**src/rtl/ws_seq_pkg.sv**
```systemverilog
package ws_seq_pkg;
  localparam int CPU_BYTES = 4;
  localparam int BUS_BYTES = 2;
  localparam int IDX_W     = $clog2(CPU_BYTES);
  localparam int CNT_W     = IDX_W + 1;

  typedef enum logic [1:0] {ST_IDLE, ST_BUS, ST_DONE} seq_st_e;

  function automatic logic [CNT_W-1:0] size_to_bytes(input logic [1:0] sz);
    case (sz)
      2'd0:    return CNT_W'(1);
      2'd1:    return CNT_W'(2);
      default: return CNT_W'(CPU_BYTES);
    endcase
  endfunction
endpackage

```
**src/rtl/ws_wait_cnt.sv**
```systemverilog
module ws_wait_cnt #(
  parameter int WS_W = 4
) (
  input  logic            clk_i,
  input  logic            rst_ni,
  input  logic            en_i,
  input  logic [WS_W-1:0] lim_i,
  output logic            last_o
);
  logic [WS_W-1:0] cnt_q;

  assign last_o = en_i && (cnt_q == lim_i);

  always_ff @(posedge clk_i or negedge rst_ni) begin
    if (!rst_ni)      cnt_q <= '0;
    else if (!en_i)   cnt_q <= '0;
    else if (last_o)  cnt_q <= '0;
    else              cnt_q <= cnt_q + WS_W'(1);
  end
endmodule

```
**src/rtl/ws_piece_plan.sv**
```systemverilog
module ws_piece_plan import ws_seq_pkg::*; #(
  parameter int ADDR_W = 16
) (
  input  logic [ADDR_W-1:0] cur_i,
  input  logic [CNT_W-1:0]  left_i,
  input  logic              wide_i,
  output logic              two_o,
  output logic              lane_o,
  output logic [1:0]        be_o,
  output logic [ADDR_W-1:0] maddr_o
);
  // one bus cycle: a single byte, or an even-aligned pair on the wide bus
  always_comb begin
    two_o   = 1'b0;
    lane_o  = 1'b0;
    be_o    = 2'b01;
    maddr_o = cur_i;
    if (wide_i) begin
      if (cur_i[0]) begin
        lane_o  = 1'b1;
        be_o    = 2'b10;
        maddr_o = {cur_i[ADDR_W-1:1], 1'b0};
      end else if (left_i >= CNT_W'(BUS_BYTES)) begin
        two_o = 1'b1;
        be_o  = 2'b11;
      end
    end
  end
endmodule

```
**src/rtl/ws_rd_asm.sv**
```systemverilog
module ws_rd_asm import ws_seq_pkg::*; (
  input  logic                   clk_i,
  input  logic                   rst_ni,
  input  logic                   clr_i,
  input  logic                   cap_i,
  input  logic                   two_i,
  input  logic                   lane_i,
  input  logic [IDX_W-1:0]       idx_i,
  input  logic [15:0]            rdata_i,
  output logic [CPU_BYTES*8-1:0] data_o
);
  logic [IDX_W:0] lo_pos, hi_pos;
  assign lo_pos = {1'b0, idx_i};
  assign hi_pos = lo_pos + (IDX_W+1)'(1);

  for (genvar g = 0; g < CPU_BYTES; g++) begin : g_byte
    logic [7:0] b_q;
    always_ff @(posedge clk_i or negedge rst_ni) begin
      if (!rst_ni)      b_q <= '0;
      else if (clr_i)   b_q <= '0;
      else if (cap_i) begin
        if (lo_pos == (IDX_W+1)'(g))
          b_q <= (two_i || !lane_i) ? rdata_i[7:0] : rdata_i[15:8];
        else if (two_i && hi_pos == (IDX_W+1)'(g))
          b_q <= rdata_i[15:8];
      end
    end
    assign data_o[8*g +: 8] = b_q;
  end
endmodule

```
**src/rtl/ws_bus_seq.sv**
```systemverilog
module ws_bus_seq import ws_seq_pkg::*; #(
  parameter int ADDR_W = 16,
  parameter int WS_W   = 4
) (
  input  logic                   clk_i,
  input  logic                   rst_ni,
  input  logic                   req_i,
  input  logic                   we_i,
  input  logic [ADDR_W-1:0]      addr_i,
  input  logic [1:0]             size_i,
  input  logic [CPU_BYTES*8-1:0] wdata_i,
  input  logic                   wide_i,
  input  logic [WS_W-1:0]        wait_i,
  output logic                   ready_o,
  output logic [CPU_BYTES*8-1:0] rdata_o,
  output logic                   mem_cyc_o,
  output logic                   mem_we_o,
  output logic [ADDR_W-1:0]      mem_addr_o,
  output logic [1:0]             mem_be_o,
  output logic [15:0]            mem_wdata_o,
  input  logic [15:0]            mem_rdata_i
);
  seq_st_e                st_q;
  logic [ADDR_W-1:0]      cur_q;
  logic [CNT_W-1:0]       left_q;
  logic [IDX_W-1:0]       idx_q;
  logic                   we_q, wide_q;
  logic [WS_W-1:0]        ws_q;
  logic [CPU_BYTES*8-1:0] wdata_q;

  logic accept, in_bus, last_clk, piece_end;
  logic two, lane;
  logic [1:0] be;
  logic [ADDR_W-1:0] maddr;
  logic [CNT_W-1:0] step;
  logic [CPU_BYTES*8-1:0] wsh;

  assign accept    = (st_q == ST_IDLE) && req_i;
  assign in_bus    = (st_q == ST_BUS);
  assign piece_end = in_bus && last_clk;
  assign step      = two ? CNT_W'(2) : CNT_W'(1);

  ws_piece_plan #(.ADDR_W(ADDR_W)) u_plan (
    .cur_i(cur_q), .left_i(left_q), .wide_i(wide_q),
    .two_o(two), .lane_o(lane), .be_o(be), .maddr_o(maddr)
  );

  ws_wait_cnt #(.WS_W(WS_W)) u_wait (
    .clk_i(clk_i), .rst_ni(rst_ni), .en_i(in_bus), .lim_i(ws_q), .last_o(last_clk)
  );

  ws_rd_asm u_rd (
    .clk_i(clk_i), .rst_ni(rst_ni), .clr_i(accept),
    .cap_i(piece_end && !we_q), .two_i(two), .lane_i(lane),
    .idx_i(idx_q), .rdata_i(mem_rdata_i), .data_o(rdata_o)
  );

  always_ff @(posedge clk_i or negedge rst_ni) begin
    if (!rst_ni) begin
      st_q    <= ST_IDLE;
      cur_q   <= '0;
      left_q  <= '0;
      idx_q   <= '0;
      we_q    <= 1'b0;
      wide_q  <= 1'b0;
      ws_q    <= '0;
      wdata_q <= '0;
    end else begin
      case (st_q)
        ST_IDLE: if (accept) begin
          st_q    <= ST_BUS;
          cur_q   <= addr_i;
          left_q  <= size_to_bytes(size_i);
          idx_q   <= '0;
          we_q    <= we_i;
          wide_q  <= wide_i;
          ws_q    <= wait_i;
          wdata_q <= wdata_i;
        end
        ST_BUS: if (piece_end) begin
          cur_q  <= cur_q + ADDR_W'(step);
          left_q <= left_q - step;
          idx_q  <= idx_q + IDX_W'(step);
          if (left_q == step) st_q <= ST_DONE;
        end
        default: st_q <= ST_IDLE;
      endcase
    end
  end

  assign wsh = wdata_q >> {idx_q, 3'b000};

  assign ready_o     = (st_q == ST_DONE);
  assign mem_cyc_o   = in_bus;
  assign mem_we_o    = in_bus && we_q;
  assign mem_be_o    = in_bus ? be : 2'b00;
  assign mem_addr_o  = in_bus ? maddr : '0;
  assign mem_wdata_o = !in_bus ? 16'h0 : (two ? wsh[15:0] : {wsh[7:0], wsh[7:0]});
endmodule

```
**config.mk**
```make
export PLATFORM = sky130hd
export DESIGN_NAME = ws_bus_seq
export DESIGN_NICKNAME = d
export VERILOG_FILES = /design/src/rtl/ws_seq_pkg.sv /design/src/rtl/ws_wait_cnt.sv /design/src/rtl/ws_piece_plan.sv /design/src/rtl/ws_rd_asm.sv /design/src/rtl/ws_bus_seq.sv
export SDC_FILE = /design/constraint.sdc
export NUM_CORES = 1
export LEC_CHECK = 0
export ABC_AREA = 1
export BUFFER_PORTS_ARGS = -buffer_cell sky130_fd_sc_hd__buf_2
export CORE_MARGIN = 3
export CORE_UTILIZATION = 35
export CTS_BUF_LIST = sky130_fd_sc_hd__clkbuf_4 sky130_fd_sc_hd__clkbuf_8
export DETAILED_ROUTE_END_ITERATION = 8
export GPL_ROUTABILITY_DRIVEN = 0
export REMOVE_ABC_BUFFERS = 1
export SLEW_MARGIN = 30
export SYNTH_ARGS = -nofsm -noshare
export SYNTH_HDL_FRONTEND = slang
export SYNTH_SLANG_ARGS = --single-unit
```
**constraint.sdc**
```tcl
create_clock -name clk_i -period 1.8 [get_ports clk_i]
set_input_delay 0.09 -clock clk_i [delete_from_list [all_inputs] [get_ports clk_i]]
set_output_delay 0.09 -clock clk_i [all_outputs]
set_load 0.02 [all_outputs]
```
==> results.cfg <==
[clock_tree]
worstSkewPairLatency_ps = 380
cts_tree = built
cts.sinks = 97
cts_buffer_depth = 2
clockRootBuffer = clkbuf_8
cts_max_level = 3
path_clk_slew_ps = 100
cts_buffers = 9

[synth]
seq_area_frac_synth = 0.4419
yosys-top-cells-area = dfrtp_1 44%, nand2_1 17%, o21ai_0 4.4%
synth_common_cells = 256 x nand2_1, 97 x dfrtp_1, 58 x nor2_1
synthAdderAreaFrac = 0.009112
yosys.area_share.simple = 0.2861
yosysTopAreaCell = dfrtp_1
ys_ff_latch = 97
synth_top_area_share = 0.4419
synth_top_family_by_area = simple AND/OR/NAND/NOR gates
synthFlopType = dfrtp_1
synthXorXnorAreaFrac = 0.007973
ys_types = 42
syn_area_per_cell_um2 = 7.423
synth.mux.area_fraction = 0
post_synth_inst_count = 740
synth_edf_count = 0
synth_compound_area_frac = 0.1727
synth_warnings = 0
yosysMostFrequentCell = nand2_1
synthArstFlopShare = 1.000
synthesis.area_um2 = 5493

[cells_and_area]
multi_input_area_um2 = 2796
syn2layout_area_growth_pct = 40.59
drive_gt1_frac = 0.3000
fin_cells = 1181
final_util = 0.5061
nets = 1044
fillers = 1514
ff_latch_area_um2 = 2430
diodes = 0

[critical_path]
slowest_stage = dfrtp_2
worstPathMaxFanout = 7
cpLargestDelayFamily = flip-flops
setup.worst_path.start_class = register
cp_num_buf_inv = 3
worstPathCellList = nand2_4 > buf_12 > buf_4 > o221ai_1 > a211oi_2 > buf_4
critPathCaptureType = primary output
arrival_ps = 1820
critPathKind = reg -> out
cpPeakStageDelay_ps = 490
cpMostUsedCell = buf_4
critPathRequiredTime_ps = 1710

[floorplanning]
dieWidth_um = 131.3
core-area_um2 = 15260
io_pins = 144
die_y_um = 131.3
num_rows = 45
dieArea_um2 = 17230
start_util = 0.3600

[global_routing]
grt-ovfl-total = 0
track_usage = 0.1990
grt_pass1_vias = 5706
grt_pass1_wl_um = 28390
antenna_found_initial = 0
grt_max_degree = 57

[sta]
min_period_over_period = 1.062
setup_viol = 11
fin_ws_ps = -112.2
max_freq_mhz = 523.0
fin_crit_ps = 1912
skew_ps = 14.52
slew_violations = 0
hold_viol = 0
rsz0062_at_grt = true
worst_pin_slew_ps = 431.2
relSlewSlack = 0.7112

[placement]
hpwl_um = 11860
port_buffers = 143
place_inst = 1101

[detailed_routing]
finalWirelength_um = 17140
routed_via_density = 4.927
wl_per_cell_um = 14.52
vias = 5819
dr.first_iter.drc_count = 349
drcViolationCount = 0
detail-route-antenna-nets = 0
firstDrtPassIters = 5

[power]
power.total_mw = 15.56
vdd_ir_drop_max_mv = 0.9375
p_per_area_nw_per_um2 = 2015
p_leak_nw = 3.965

[run]
maxCapViolCount = 0

[run_status]
outcome = finished with violations
violations = setup timing

[min_path]
hold_class = in -> reg
## through the flow
stage / instance area (um2) / TNS, ps / setup slack [ps] / hold slack, ps
after global placement: 6636 / 0 / 20.21 / 37.73
final: 7722 / -908.4 / -112.2 / 16.52
after CTS: 7526 / -1015 / -155.7 / 1.469
after global routing: 7722 / -2397 / -231.3 / 7.898
after detailed placement: 6636 / -1.793 / -1.793 / 39.53
after floorplan: 5289 / -65960 / -1201 / -205.6
## cell usage in the layout (no fill, tap or decap), types with 3 or more instances in the layout
| cell type | netlist | layout |
|---|---|---|
| nand2_2 | 6 | 13 |
| buf_8 | 0 | 3 |
| o221ai_1 | 4 | 4 |
| xor2_1 | 4 | 4 |
| inv_2 | 10 | 10 |
| ha_1 | 4 | 4 |
| nor2_2 | 1 | 4 |
| nand2_4 | 1 | 4 |
| buf_12 | 0 | 4 |
| clkbuf_8 | 0 | 13 |
| buf_4 | 3 | 65 |
| buf_2 | 13 | 126 |
| nor3_2 | 1 | 4 |
| a22oi_2 | 0 | 3 |
| buf_6 | 6 | 9 |
| nor2_1 | 58 | 52 |
| a211oi_2 | 0 | 3 |
| o22ai_1 | 3 | 3 |
| dlygate4sd3_1 | 0 | 40 |
| nand3_1 | 20 | 20 |
| a21oi_2 | 0 | 4 |
| o21ai_0 | 48 | 38 |
| dfrtp_1 | 97 | 95 |
| a22oi_1 | 8 | 5 |
| a21oi_1 | 20 | 16 |
| nand2_1 | 256 | 246 |
| o211ai_1 | 25 | 25 |
| nor2_4 | 2 | 5 |
| o21ai_1 | 38 | 47 |
| nand3_2 | 3 | 3 |
| inv_1 | 55 | 52 |
| nor3_1 | 7 | 4 |
| nand3_4 | 3 | 4 |
| nand4_1 | 10 | 10 |
## layout make-up
| type | count | share of cell area |
|---|---|---|
| multi-input cells | 543 | 0.3621 |
| flip-flops and latches | 97 | 0.3146 |
| repair buffers | 248 | 0.2302 |
| well taps | 211 | 0.03419 |
| inverters | 66 | 0.03338 |
| clock buffers | 14 | 0.02414 |
| clock inverters | 2 | 0.001296 |
## registers in the layout, indices dropped and copies added (netlist names), 2 cells and up
signal / cells
st_q: 2
u_rd.g_byte.b_q: 32
cur_q: 16
ws_q: 4
wdata_q: 32
u_wait.cnt_q: 4
idx_q: 2
left_q: 3
## kinds of logic after synthesis
kind of cell,count (synthesis)
AOI/OAI and AO/OA,161
xor gates and xnor gates,5
adders and majority gates,4
buffers and inverters,101
DFF,97
and+or+nand+nor,372
## layer usage
metal	GRT usage	routed length, um	vias to the layer above
met5	0	0	-
met3	0.04556	1040	15
met2	0.3289	8018	209
met1	0.2703	7908	2718
li1	-	-	2877
met4	0.03851	176	0
## worst paths after layout
check / start / cells after the start / endpoint / slack (ps)
worst max-delay path: idx_q[0] / 6 / mem_wdata_o[15] / -110
worst min-delay path: addr_i[14] / 5 / cur_q[14] / 20
worst min register to register: u_rd.g_byte[1].b_q[1] / 2 / u_rd.g_byte[1].b_q[1] / 490
max in group asynchronous: rst_ni / 3 / wdata_q[16] / 990
worst max register to register: wide_q / 12 / left_q[2] / 100
min in group asynchronous: rst_ni / 2 / u_rd.g_byte[1].b_q[1] / 160
## tightest hold or removal path, cell delays in order
cell and delay (ps):
buf_2 80, nand2_1 40, nand2_1 70, nand2_1 50, nand2_1 50
## power by group
group | leakage (nW) | internal [mW] | switching [mW]
combinational | 2.67 | 4.05 | 6.07
sequential | 1.18 | 3.21 | 0.799
clock | 0.106 | 0.666 | 0.763
total | 3.97 | 7.93 | 7.63
## what timing repair did
item,4_1_cts,5_1_grt
setup buffers,20,2
gates cloned,1,1
resized for setup,43,48
endpoints found under the setup margin,18,62
hold buffers,40,0
hold endpoints to repair,80,0
pin swaps,6,9
Note: power is estimated with default switching activity, not from simulation.
